`src/rtl/trace_pkg.sv`:
```
package trace_pkg;

  typedef enum logic [1:0] {
    ST_IDLE = 2'd0,
    ST_MARK = 2'd1,
    ST_WAIT = 2'd2
  } ctrlState_t;

  typedef struct packed {
    logic loadHold;
    logic pushLive;
    logic pushHeld;
  } dpStrobe_t;

  localparam logic [3:0] CODE_TAKEN = 4'h5;
  localparam logic [3:0] CODE_HOLD  = 4'h0;

  function automatic logic [3:0] nibsFor(input logic [1:0] cfg);
    return {1'b0, cfg, 1'b0} + 4'd2;
  endfunction

endpackage

```
`src/rtl/trace_datapath.sv`:
```
module trace_datapath
  import trace_pkg::*;
#(
  parameter int ADDR_W = 32,
  parameter int DEPTH  = 8,
  parameter int CNT_W  = $clog2(DEPTH + 1)
) (
  input  logic              clk,
  input  logic              rstN,
  input  dpStrobe_t         strobe,
  input  logic [ADDR_W-1:0] liveTarget,
  input  logic [1:0]        liveCfg,
  output logic [CNT_W-1:0]  freeSlots,
  output logic [1:0]        heldCfg,
  output logic [3:0]        dataOut
);

  localparam int PTR_W    = $clog2(DEPTH);
  localparam int MAX_NIBS = 8;

  logic [ADDR_W-1:0] heldTarget;
  logic [ADDR_W-1:0] pushTarget;
  logic [1:0]        pushCfg;
  logic [CNT_W-1:0]  pushCnt;
  logic [CNT_W-1:0]  count;
  logic [PTR_W-1:0]  rdPtr;
  logic [PTR_W-1:0]  wrPtr;
  logic              popNow;
  logic [3:0]        mem [DEPTH];
  logic [3:0]        laneNib [MAX_NIBS];

  always_comb begin
    pushTarget = strobe.pushHeld ? heldTarget : liveTarget;
    pushCfg    = strobe.pushHeld ? heldCfg    : liveCfg;
    pushCnt    = (strobe.pushLive || strobe.pushHeld) ? CNT_W'(nibsFor(pushCfg)) : '0;
    popNow     = (count != '0);
    freeSlots  = CNT_W'(DEPTH) - count;
  end

  for (genvar g = 0; g < MAX_NIBS; g++) begin : g_lane
    assign laneNib[g] = pushTarget[4*g +: 4];
  end

  always_ff @(posedge clk) begin
    for (int i = 0; i < MAX_NIBS; i++) begin
      if (i < int'(pushCnt)) mem[wrPtr + PTR_W'(i)] <= laneNib[i];
    end
  end

  always_ff @(posedge clk or negedge rstN) begin
    if (!rstN) begin
      heldTarget <= '0;
      heldCfg    <= '0;
      rdPtr      <= '0;
      wrPtr      <= '0;
      count      <= '0;
      dataOut    <= '0;
    end else begin
      if (strobe.loadHold) begin
        heldTarget <= liveTarget;
        heldCfg    <= liveCfg;
      end
      if (popNow) begin
        dataOut <= mem[rdPtr];
        rdPtr   <= rdPtr + PTR_W'(1);
      end else begin
        dataOut <= '0;
      end
      wrPtr <= wrPtr + PTR_W'(pushCnt);
      count <= count + pushCnt - CNT_W'(popNow);
    end
  end

  assert_no_overflow_R10: assert property (@(posedge clk) disable iff (!rstN)
    count <= CNT_W'(DEPTH));

  assert_push_fits_R6: assert property (@(posedge clk) disable iff (!rstN)
    (pushCnt != '0) |-> (pushCnt <= freeSlots));

  assert_empty_zero_R8: assert property (@(posedge clk) disable iff (!rstN)
    (count == '0) |=> (dataOut == 4'h0));

  assert_one_source_R7: assert property (@(posedge clk) disable iff (!rstN)
    !(strobe.pushLive && strobe.pushHeld));

endmodule

```
`src/rtl/trace_ctrl.sv`:
```
module trace_ctrl
  import trace_pkg::*;
#(
  parameter int CNT_W = 4
) (
  input  logic             clk,
  input  logic             rstN,
  input  logic [3:0]       instStatus,
  input  logic             capValid,
  input  logic [1:0]       cfgBytes,
  input  logic [CNT_W-1:0] freeSlots,
  input  logic [1:0]       heldCfg,
  output dpStrobe_t        strobe,
  output logic [3:0]       statusOut,
  output logic             stall
);

  ctrlState_t state, nextState;
  logic [3:0] nextStatus;
  logic       liveFits, heldFits;

  always_comb begin
    liveFits   = CNT_W'(nibsFor(cfgBytes)) <= freeSlots;
    heldFits   = CNT_W'(nibsFor(heldCfg)) <= freeSlots;
    strobe     = '0;
    nextState  = state;
    nextStatus = CODE_HOLD;
    case (state)
      ST_IDLE: begin
        if (capValid && cfgBytes != 2'd0) begin
          strobe.loadHold = 1'b1;
          if (liveFits) begin
            strobe.pushLive = 1'b1;
            nextStatus      = CODE_TAKEN;
            nextState       = ST_MARK;
          end else begin
            nextStatus = CODE_HOLD;
            nextState  = ST_WAIT;
          end
        end else if (capValid) begin
          nextStatus = CODE_TAKEN;
        end else begin
          nextStatus = instStatus;
        end
      end
      ST_MARK: begin
        nextStatus = {2'b10, heldCfg};
        nextState  = ST_IDLE;
      end
      ST_WAIT: begin
        if (heldFits) begin
          strobe.pushHeld = 1'b1;
          nextStatus      = CODE_TAKEN;
          nextState       = ST_MARK;
        end
      end
      default: nextState = ST_IDLE;
    endcase
  end

  always_ff @(posedge clk or negedge rstN) begin
    if (!rstN) begin
      state     <= ST_IDLE;
      statusOut <= CODE_HOLD;
      stall     <= 1'b0;
    end else begin
      state     <= nextState;
      statusOut <= nextStatus;
      stall     <= (nextState != ST_IDLE);
    end
  end

  assert_taken_then_stall_R3: assert property (@(posedge clk) disable iff (!rstN)
    (!stall && capValid && cfgBytes != 2'd0 && liveFits) |=> (stall && statusOut == CODE_TAKEN));

  assert_marker_follows_R3: assert property (@(posedge clk) disable iff (!rstN)
    (stall && statusOut == CODE_TAKEN) |=> (!stall && statusOut >= 4'h9 && statusOut <= 4'hB));

  assert_wait_quiet_R6: assert property (@(posedge clk) disable iff (!rstN)
    (stall && statusOut == CODE_HOLD) |=> (stall && (statusOut == CODE_HOLD || statusOut == CODE_TAKEN)));

  assert_disabled_plain_R9: assert property (@(posedge clk) disable iff (!rstN)
    (!stall && capValid && cfgBytes == 2'd0) |=> (!stall && statusOut == CODE_TAKEN));

endmodule

```
`src/rtl/trace_encoder.sv`:
```
module trace_encoder
  import trace_pkg::*;
#(
  parameter int ADDR_W     = 32,
  parameter int FIFO_DEPTH = 8
) (
  input  logic              clk,
  input  logic              rstN,
  input  logic [3:0]        instStatus,
  input  logic              capValid,
  input  logic [ADDR_W-1:0] capTarget,
  input  logic [1:0]        cfgBytes,
  output logic [3:0]        traceStatus,
  output logic [3:0]        traceData,
  output logic              pipeStall
);

  localparam int CNT_W = $clog2(FIFO_DEPTH + 1);

  dpStrobe_t        strobe;
  logic [CNT_W-1:0] freeSlots;
  logic [1:0]       heldCfg;

  trace_ctrl #(.CNT_W(CNT_W)) u_ctrl (
    .clk        (clk),
    .rstN       (rstN),
    .instStatus (instStatus),
    .capValid   (capValid),
    .cfgBytes   (cfgBytes),
    .freeSlots  (freeSlots),
    .heldCfg    (heldCfg),
    .strobe     (strobe),
    .statusOut  (traceStatus),
    .stall      (pipeStall)
  );

  trace_datapath #(.ADDR_W(ADDR_W), .DEPTH(FIFO_DEPTH), .CNT_W(CNT_W)) u_dp (
    .clk        (clk),
    .rstN       (rstN),
    .strobe     (strobe),
    .liveTarget (capTarget),
    .liveCfg    (cfgBytes),
    .freeSlots  (freeSlots),
    .heldCfg    (heldCfg),
    .dataOut    (traceData)
  );

endmodule

```
`config.mk`:
```
export PLATFORM = sky130hd
export DESIGN_NAME = trace_encoder
export DESIGN_NICKNAME = d
export VERILOG_FILES = /design/src/rtl/trace_pkg.sv /design/src/rtl/trace_datapath.sv /design/src/rtl/trace_ctrl.sv /design/src/rtl/trace_encoder.sv
export SDC_FILE = /design/constraint.sdc
export NUM_CORES = 1
export LEC_CHECK = 0
export ABC_AREA = 1
export CORE_MARGIN = 2
export CORE_UTILIZATION = 46
export CTS_BUF_LIST = sky130_fd_sc_hd__clkbuf_8
export CTS_CLUSTER_SIZE = 40
export DETAILED_ROUTE_END_ITERATION = 10
export PLACE_DENSITY_LB_ADDON = 0.05
export SETUP_SLACK_MARGIN = 0.5
export SLEW_MARGIN = 30
export SYNTH_ARGS = -nofsm -noshare
export SYNTH_HDL_FRONTEND = slang
export SYNTH_HIERARCHICAL = 1
export SYNTH_SLANG_ARGS = --single-unit
```
`constraint.sdc`:
```
create_clock -name clk -period 6.1 [get_ports clk]
set_input_delay 0.915 -clock clk [delete_from_list [all_inputs] [get_ports clk]]
set_output_delay 0.915 -clock clk [all_outputs]
set_load 0.01 [all_outputs]
```
Word-level counts from Yosys, hierarchy flattened
Memory sizes are Yosys's and may differ from the RTL's.
Cells that the tools add are included.
{ "totals": {"regBits": 55, "ram_bits": 32, "inputBits": 41, "out_inout_bits": 9, "word_cells": 77, "memories": 1} }
{ "mem_list": {"columns": ["name", "depth", "word_bits", "rd", "rd_clocked_by_memory_dff", "write_ports", "line_no", "text"], "rows": [
  ["u_dp.mem", 8, 4, 1, 0, 8, "trace_datapath.sv:29", "logic [3:0] mem [DEPTH];"]
]} }
{ "op_classes": {"n_addsub": 15, "order_cmp": 10, "eq_ne": 2, "n_mux": 34, "n_reduce_logical": 6} }
{ "op_table": {"columns": ["op", "count"], "rows": [
  ["$mux 32", 1],
  ["$mux 1", 19],
  ["$lt 3x4->1 const A", 4],
  ["$mux 4", 4],
  ["$add 3x2->4 const B", 3],
  ["$add 3x3->3 const B", 4],
  ["$mux 2", 6],
  ["$pmux 4 s3", 1],
  ["$le 4x4->1", 2],
  ["$lt 1x4->1 const A", 2],
  ["$lt 2x4->1 const A", 2],
  ["$add 3x1->3 const B", 2],
  ["$add 3x2->3 const B", 2],
  ["$mux 3", 2],
  ["$add 4x4->4", 1],
  ["$pmux 2 s2", 1],
  ["$reduce_bool 2->1", 2],
  ["$reduce_bool 4->1", 1],
  ["$sub 4x1->4", 1],
  ["$sub 4x4->4 const A", 1],
  ["$add 3x3->3", 1],
  ["$eq 2x1->1 const B", 1],
  ["$eq 2x2->1 const B", 1],
  ["$logic_not 2->1", 1],
  ["2 further kinds", 2]
]} }

Depth between registers and ports, before layout
Gate-level depths: netlist (run 1).
{ "depth": {"word_depth": 10, "depth_mapped": 27} }

Cells and area by module
The synthesis (run 1) kept the hierarchy.
{ "modules_own_cells": {"columns": ["mod", "n_inst", "cells_per_inst", "area_per_inst_um2", "seq_area_each_um2"], "rows": [
  ["trace_datapath", 1, 738, 5293.8, 2137.0],
  ["trace_ctrl", 1, 68, 530.5, 175.2]
]} }

Least setup slack after synthesis (run 1)
OpenSTA, ideal clock, no wires.
{ "synth_timing": {"path_kind": "flip-flop to flip-flop", "startpoint": "reg u_dp.count[0]", "endpoint": "reg u_dp.count[3]", "setup_time_ns": 0.079, "arrival_ns": 3.804, "required_time_ns": 6.021, "slack_ns": 2.217, "stages_incl_launch_ff": 25, "path_cell_list": "dfrtp_1 -> inv_1 -> ha_1 -> xnor2_1 -> inv_1 -> ha_1 -> nand3_1 -> nand2_1 -> nand2_1 -> nand2_1 -> inv_1 -> buf_4 -> inv_2 -> buf_6 -> buf_4 -> buf_4 -> nand2_1 -> o21ai_0 -> ha_1 -> nand2_1 -> ha_1 -> fa_1 -> xnor2_1 -> xor2_1 -> xor2_1"} }
{ "synth_lines": {"columns": ["item", "line_no", "text"], "rows": [
  ["start, declared", "trace_datapath.sv:25", "logic [CNT_W-1:0] count;"],
  ["start signal, assigned", "trace_datapath.sv:70", "count <= count + pushCnt - CNT_W'(popNow);"]
]} }

==> metrics, run 1 <==
status=finished, final reports clean; number of remaining DRC errors=0; drt first pass iters=8; switching share of power=47.0%; CP Class=reg -> reg; crit start category=flop; Synth Area in XOR/XNOR=1.35%; Simple-Gate Fraction of Synth Area=35.3%; Worst Path Max Fanout=38; Min Clock Period, post-route=4690 ps; Synth-to-Final Area Change=11.8%; Post-Synth Adder-Cell Area=4.00%; syn avg cell area=7.23 um2; CTS sink cnt=86; antenna violations before repair=0; Initial Utilization=46.7%; Total Neg Setup Slack=0 ps; Pint=1.63 mW; vias per cell=5.22; post-route cell area=0.00651 mm2; complex-gate fraction of the synthesized area=8.46%; share of cells above drive strength 1=7.85%; Netlist cell types=31; Die Height=117 um; worst-path cell chain=inv_1, ha_1, xnor2_1, inv_1, ha_1, nand4_1, nand2_1, nand2_1, inv_1, buf_4, inv_2, nand2_1, nand2_2, ha_1, inv_1, a21oi_4, nand2_1, nand4_1; share of the yosys chip area belonging to registers=39.7%; gr usage total=26.4%; maxcap violations=0; delay of the slowest critical-path stage=470 ps; CTS clock-pin slew for the worst setup and hold paths=90 ps; I/O Pins=50; CTS Root Cell=clkbuf_8; Final Hold Viols=0; number of DRC violations after detailed-routing iteration 0=467; clock latency on the worst-skew pair=380 ps; half-perimeter wire length after placement=13.0 mm; global-route wire length before repair=26.6 mm; DP Area=0.00635 mm2; deepest clock path buffer count=2; antenna cells=0; Hold Crit Class=reg -> reg; RSZ-0062 raised after global routing=false; main combinational cell family by area after synthesis=simple AND/OR/NAND/NOR gates; Worst Tran Pin Value=969 ps; clk_skew=15.1 ps; Critical Path RT=6140 ps; row cnt=41; final WL=17.1 mm; Congestion Overflow GR=0; Storage cell area=0.00231 mm2; crit path capture type=flop; FILL cells=1288; Worst EP arrival=4730 ps; Max Freq=0.213 GHz; Die Wd=117 um; Synth Cell Area=0.00582 mm2; Gate power share=52.5%; Placed Instances=997; max-slew violations=0; power share of the clock group=11.6%; total number of vias=5285; post-synthesis mux area share=1.74%; Multi-input gate area=0.00296 mm2; CTS tree=built; GP Congestion=0.995; Antenna Nets Post-Route=0; Syn. warnings=6; Post CTS Setup Buffer Count=0; Final setup viols=0; Core Footprint=0.0125 mm2; post-layout net count=895; die area=0.0136 mm2; Layout Cells excl Fill=1013; Final Power=3.08 mW; P_leak=3.15 nW; drt wl/cell=16.8 um; htree depth=3; cts bufs inserted=9; sequential share of power=35.8%; Port Buf Inserts=49; slowest CP cell=inv_2; largest net degree at the start of global routing=62; Final period util=76.9%; flops & latches, synth=86; Rel. slew slack=34.7%; hold buffer count at CTS=0; most frequent cells in the layout=243 x nand2_1, 94 x nor2_1, 88 x inv_1; Max VDD drop=225 uV; Switch Pwr=1.45 mW; Mapped Cells=806; most common library cell in the layout ignoring fill and taps=nand2_1; vias in the first global route=4947; Post-CTS Resized=0; pwr dens=473 mW/mm2; Mapped Nets=865
-- routing by layer --
layer,part of all wire (%),global-route usage [%]
met1,47,37.5
met2,45,41.0
met3,6.2,4.51
met4,1.8,8.73
met5,0,0
-- through the flow --
step           hold WS (ps)  setup slack, ps  utilization, %
6_report                500             1410            52.3
5_1_grt                 521              962            52.3
4_1_cts                 501             1440            52.3
3_5_place_dp            489             1270            50.9
3_3_place_gp            467             1220            50.9
2_1_floorplan           440             2220               -
-- layout make-up --
| class | count | share of cell area, % |
|---|---|---|
| Timing Repair Buffer | 52 | 7.80 |
| Sequential cell | 86 | 35.5 |
| Clock inverter | 7 | 0.634 |
| Inverter | 93 | 5.36 |
| Clock buffer | 9 | 1.90 |
| Tap cell | 172 | 3.30 |
| Multi-Input combinational cell | 594 | 45.5 |
-- state kept, by name, summed over array words and instances, names as in the netlist --
signal,count
u_ctrl/state,2
u_dp/rdPtr,3
u_dp/heldCfg,2
u_dp/mem,32
u_dp/wrPtr,2
u_ctrl/stall,1
u_dp/heldTarget,32
u_ctrl/statusOut,4
u_dp/dataOut,4
u_dp/count,4
-- Yosys cell counts (all sizes together) --
master  number  area share [%]
clkbuf      11            0.71
nand4        6            0.64
dfrtp       54              23
inv         93             6.0
buf         22             2.7
o211ai       4            0.52
edfxtp      32              16
o21ai       70             6.2
xor2         5            0.75
mux2         9             1.7
a21oi       13             1.3
xnor2        4            0.60
ha          17             3.7
fa           1            0.34
nand2      256              17
nand3b       7            0.90
o22ai        4            0.43
nand3       91             8.2
nor2       107             8.3
-- power groups by stage --
stage | Clock [mW] | Sequential (mW) | Combinational (mW)
2_1_floorplan | 0 | 1.05 | 1.17
3_3_place_gp | 0 | 1.11 | 1.58
3_5_place_dp | 0 | 1.12 | 1.60
4_1_cts | 0.369 | 1.11 | 1.61
5_1_grt | 0.392 | 1.14 | 1.83
6_report | 0.357 | 1.10 | 1.62
-- logic make-up (layout without fill, tap and decap cells) --
logic type      Yosys count  after routing
xor+xnor                  9              9
mux                       9              9
fa+ha+maj                18             18
flops                    86             86
buf+inv                 126            161
compound gates           91             91
simple gates            467            467
-- worst paths after layout --
check                                startpoint             endpoint  slack (ps)  depth (start not counted)
worst max-delay path              u_dp/count[0]       u_dp/mem[3][0]        1410                         18
worst min-delay path            u_ctrl/state[1]  u_ctrl/statusOut[3]         500                          1
worst max register to register    u_dp/count[0]       u_dp/mem[3][0]        1410                         18
worst min register to register  u_ctrl/state[1]  u_ctrl/statusOut[3]         500                          1
max in group asynchronous                  rstN   u_dp/heldTarget[4]        4930                          2
min in group asynchronous                  rstN        u_dp/count[1]         660                          2
-- critical path, delay by kind of cell, from the launching register on --
kind,cells,cell delay (ps)
AND/OR/NAND/NOR,7,1360
buffers and inverters,6,1090
adder cells (fa/ha/maj),3,910
AO/OA/AOI/OAI,1,450
flip-flops,1,390
XOR/XNOR,1,120
(Power assumes the default switching activity.)
==> inputs of run 2 (changes only) <==
- clock period: 6.1 -> 4.5 ns (I/O delays scaled with it)
==> run 2 against run 1 <==
Routed wire length fell by 0.51%. First-iteration DRC count fell by 3.9%. Sequential share of layout area fell by 0.80 points. Critical path depth rose by 1. Largest cell class unchanged.
==> metrics, run 2 (synthesis results as in run 1) <==
hold buffer count at CTS=0; drt wl/cell=16.5 um; Critical Path RT=4800 ps; vias in the first global route=4918; drt first pass iters=6; clock latency on the worst-skew pair=380 ps; Switch Pwr=2.00 mW; Final Hold Viols=0; Final Power=4.30 mW; Reg2Reg Setup Slack=760 ps; max-slew violations=0; Pint=2.30 mW; I/O Pins=50; largest net degree at the start of global routing=61; row cnt=41; CTS clock-pin slew for the worst setup and hold paths=80 ps; Antenna Nets Post-Route=0; crit start category=primary input; htree depth=3; half-perimeter wire length after placement=12.9 mm; Min Clock Period, post-route=3840 ps; number of remaining DRC errors=0; number of DRC violations after detailed-routing iteration 0=449; most frequent cells in the layout=242 x nand2_1, 93 x nor2_1, 86 x inv_1, 86 x nand3_1, 61 x o21ai_0; CTS tree=built; clk_skew=19.7 ps; FILL cells=1274; maxcap violations=0; deepest clock path buffer count=2; RSZ-0062 raised after global routing=false; delay of the slowest critical-path stage=570 ps; Placed Instances=1001; worst-path cell chain=clkdlybuf4s50_1, inv_1, ha_1, ha_1, nand4_1, nand2_1, nand2_1, inv_1, nor2_4, nor2_2, inv_1, ha_1, inv_1, ha_1, inv_1, fa_1, xnor2_1, xor2_1, xor2_1; power share of the clock group=11.7%; Core Footprint=0.0125 mm2; Die Height=117 um; Port Buf Inserts=49; Congestion Overflow GR=0; CP Class=in -> reg; Total Neg Setup Slack=0 ps; vias per cell=5.24; Die Wd=117 um; global-route wire length before repair=26.5 mm; slowest CP cell=clkdlybuf4s50_1; Synth-to-Final Area Change=14.4%; Worst Hold Margin=411 ps; Initial Utilization=46.7%; antenna violations before repair=2; Hold Crit Class=in -> async; CP dominant cell by count=inv_1; Max VDD drop=260 uV; Layout Cells excl Fill=1026; Worst Tran Pin Value=797 ps; Rel. slew slack=46.3%; share of cells above drive strength 1=9.73%; P_leak=3.23 nW; pwr dens=645 mW/mm2; Final setup viols=0; Max Freq=0.260 GHz; post-layout net count=907; status=finished, final reports clean; Final period util=85.3%; total number of vias=5373; GP Congestion=0.970; sequential share of power=34.3%; die area=0.0136 mm2; Storage cell area=0.00231 mm2; Gate power share=54.0%; CTS Root Cell=clkbuf_8; final WL=17.0 mm; most common library cell in the layout ignoring fill and taps=nand2_1; fin util=53.5%; Worst EP arrival=4140 ps; largest registers=u_dp/heldTarget (32), u_dp/mem (32); CTS sink cnt=86; cts bufs inserted=9; Worst Path Max Fanout=4; switching share of power=46.5%; Multi-input gate area=0.00298 mm2; gr usage total=26.3%; crit path capture type=flop
[run 2: power by group through the flow]
stage               logic, mW  clock network (mW)  registers, mW
finish                   2.32               0.503           1.47
global route             2.59               0.550           1.52
CTS                      2.25               0.521           1.48
detailed placement       2.20                   0           1.50
global placement         2.15                   0           1.48
floorplan                1.59                   0           1.43
[run 2: path summary, 6_finish.rpt]
check                      cells past startpoint             endpoint             from
min                                            2        u_dp/count[1]             rstN
min in group clk                               1  u_ctrl/statusOut[3]  u_ctrl/state[1]
min reg2reg                                    1  u_ctrl/statusOut[3]  u_ctrl/state[1]
max in group asynchronous                      2      u_dp/dataOut[2]             rstN
max reg2reg                                   20        u_dp/count[3]    u_dp/count[2]
max                                           19        u_dp/count[3]      cfgBytes[1]
[run 2: layout make-up]
cell class | count | share of cell area (%)
clock inverter | 7 | 0.751
sequential | 86 | 34.7
tap | 172 | 3.23
inverter | 93 | 5.24
clock buffer | 9 | 1.86
antenna | 1 | 0.0376
multi-input combinational | 594 | 44.7
timing repair buffer | 64 | 9.44
[run 2: metal layers]
metal | vias to the layer above | track usage [%] | wire (um)
met5 | - | 0 | 14
met4 | 2 | 8.65 | 277
met3 | 20 | 4.31 | 1220
met2 | 199 | 39.1 | 7320
met1 | 2492 | 39.0 | 8130
li1 | 2660 | - | -
[run 2: per-stage QoR]
step / cell area, um2 / worst slack [ps]
finish: 6660 / 659
global route: 6660 / 487
CTS: 6590 / 505
detailed placement: 6380 / 219
global placement: 6380 / 403
floorplan: 5820 / 617
[run 2: repair_timing]
item	in CTS	in global routing
gates resized for setup	0	7
setup buffers	3	5
pin swaps	1	1
setup endpoints to repair	24	65
[run 2: critical path, delay by kind of cell]
family                     cells  cell delay [ps]
xor gates and xnor gates       3              510
adders and majority gates      5             1370
buffers and inverters          6              940
and+or+nand+nor                5              650
==> inputs of run 3 (changes only) <==
- CORE_MARGIN: 2 -> 8
- HOLD_SLACK_MARGIN: not set -> 0.15
- TNS_END_PERCENT: not set -> 5
==> run 3 against run 2 <==
Sequential cell count is the same. First-iteration DRC count up 23%. Global-route usage is 4.6 points lower. Die area is 22% higher. Cell count stayed put. Clock-buffer cell count rose by 1. Utilization increased by 0.29 points. Sequential share of layout area is 0.33 points lower. Sequential power about the same. Design area up 0.96%. Register-to-register slack gained 80 ps. Largest cell class unchanged.
==> metrics, run 3 (synthesis results as in run 1) <==
crit start category=primary input; deepest clock path buffer count=2; largest net degree at the start of global routing=61; clk_skew=17.3 ps; maxcap violations=0; crit path capture type=flop; Critical Path RT=4750 ps; Die Height=129 um; Final setup viols=0; row cnt=41; CTS clock-pin slew for the worst setup and hold paths=100 ps; drt wl/cell=16.7 um; CTS sink cnt=86; antenna cells=0; RSZ-0062 raised after global routing=false; half-perimeter wire length after placement=13.1 mm; Worst Path Max Fanout=4; setup ws final=779 ps; Setup WS pre-CTS=329 ps; Min Clock Period, post-route=3720 ps; Hold Crit Class=in -> async; max-slew violations=0; Antenna Nets Post-Route=0; Initial Utilization=46.5%; drt first pass iters=5; Port Buf Inserts=49; CP Class=in -> reg; Final period util=82.7%; number of remaining DRC errors=0; CTS tree=built; delay of the slowest critical-path stage=540 ps; Worst Tran Pin Value=877 ps; Congestion Overflow GR=0; Synth-to-Final Area Change=15.5%; largest registers=u_dp/heldTarget (32), u_dp/mem (32); die area=0.0165 mm2; share of cells above drive strength 1=10.4%; Total Neg Setup Slack=0 ps; CP dominant cell by count=inv_1; number of DRC violations after detailed-routing iteration 0=552; pwr dens=658 mW/mm2; most frequent cells in the layout=242 x nand2_1, 93 x nor2_1, 86 x nand3_1; global-route wire length before repair=27.4 mm; gr usage total=21.7%; clock latency on the worst-skew pair=380 ps; htree depth=3; cts bufs inserted=9; P_leak=3.25 nW; Die Wd=129 um; Max VDD drop=252 uV; GP Congestion=0.969; status=finished, final reports clean; FILL cells=1259; vias in the first global route=5068; vias per cell=5.20; Worst EP arrival=3970 ps; antenna violations before repair=0; Core Footprint=0.0125 mm2; Rel. slew slack=40.9%; I/O Pins=50; final WL=17.2 mm; slowest CP cell=clkdlybuf4s50_1; most common library cell in the layout ignoring fill and taps=nand2_1; Final Hold Viols=0; CTS Root Cell=clkbuf_8; total number of vias=5336; Max Freq=0.269 GHz; post-layout net count=908; worst-path cell chain=clkdlybuf4s50_1, inv_1, ha_1, ha_1, nand4_1, nand2_1, nand2_1, inv_1, nor2_4, nor2_2, inv_1, ha_1, inv_1, ha_1, inv_1, fa_2, xnor2_2, xor2_1, xor2_1
-- run 3: area by class of cell --
type	count	area, um2	area share [%]
well taps	172	215	3.20
clock inverters	6	75.1	1.12
inverters	93	349	5.19
multi-input cells	594	3000	44.5
flip-flops and latches	86	2310	34.4
clock buffers	10	138	2.05
repair buffers	65	643	9.56
-- run 3: final timing paths --
kind | slack [ps] | to | startpoint | cells past startpoint
min in group clk | 470 | u_ctrl/statusOut[3] | u_ctrl/state[1] | 1
max in group asynchronous | 3570 | u_dp/heldTarget[20] | rstN | 2
hold reg to reg | 470 | u_ctrl/statusOut[3] | u_ctrl/state[1] | 1
setup reg to reg | 840 | u_dp/count[3] | u_dp/count[0] | 19
hold / removal | 430 | u_dp/heldTarget[29] | rstN | 2
setup / recovery | 780 | u_dp/count[3] | cfgBytes[0] | 19
-- run 3: worst max-delay path, delay by kind of cell --
family	cells	cell delay, ps
XOR/XNOR	3	450
adder cells (fa/ha/maj)	5	1350
buffers and inverters	6	930
AND/OR/NAND/NOR	5	560
-- run 3: timing repair --
action | in CTS | in global routing
endpoints found under the setup margin | 32 | 65
gates resized for setup | 0 | 8
hold buffers | 0 | 0
setup buffers | 1 | 8
pin swaps | 0 | 5
-- run 3: stage by stage --
stage | area (um2) | std cells | util [%] | power [mW] | hold WS, ps
floorplan | 5820 | 806 | - | 3.02 | 379
global route | 6730 | 1026 | 53.7 | 4.82 | 485
finish | 6730 | 1026 | 53.7 | 4.43 | 432
detailed placement | 6380 | 1001 | 51.0 | 3.70 | 466
CTS | 6610 | 1018 | 52.8 | 4.32 | 444
global placement | 6380 | 1001 | 51.0 | 3.64 | 466
-- run 3: layer usage --
layer | vias up | GRT usage (%) | wire length [um]
met2 | 206 | 31.5 | 7190
met5 | - | 0 | 0
met3 | 37 | 5.50 | 1440
met1 | 2435 | 30.0 | 8040
li1 | 2658 | - | -
met4 | 0 | 9.19 | 487
-- run 3: report_power, final --
group | total (mW) | leakage (nW) | internal [mW] | switching [mW]
clock network | 0.594 | 0.111 | 0.283 | 0.311
logic | 2.36 | 2.19 | 0.852 | 1.51
registers | 1.48 | 0.946 | 1.28 | 0.200
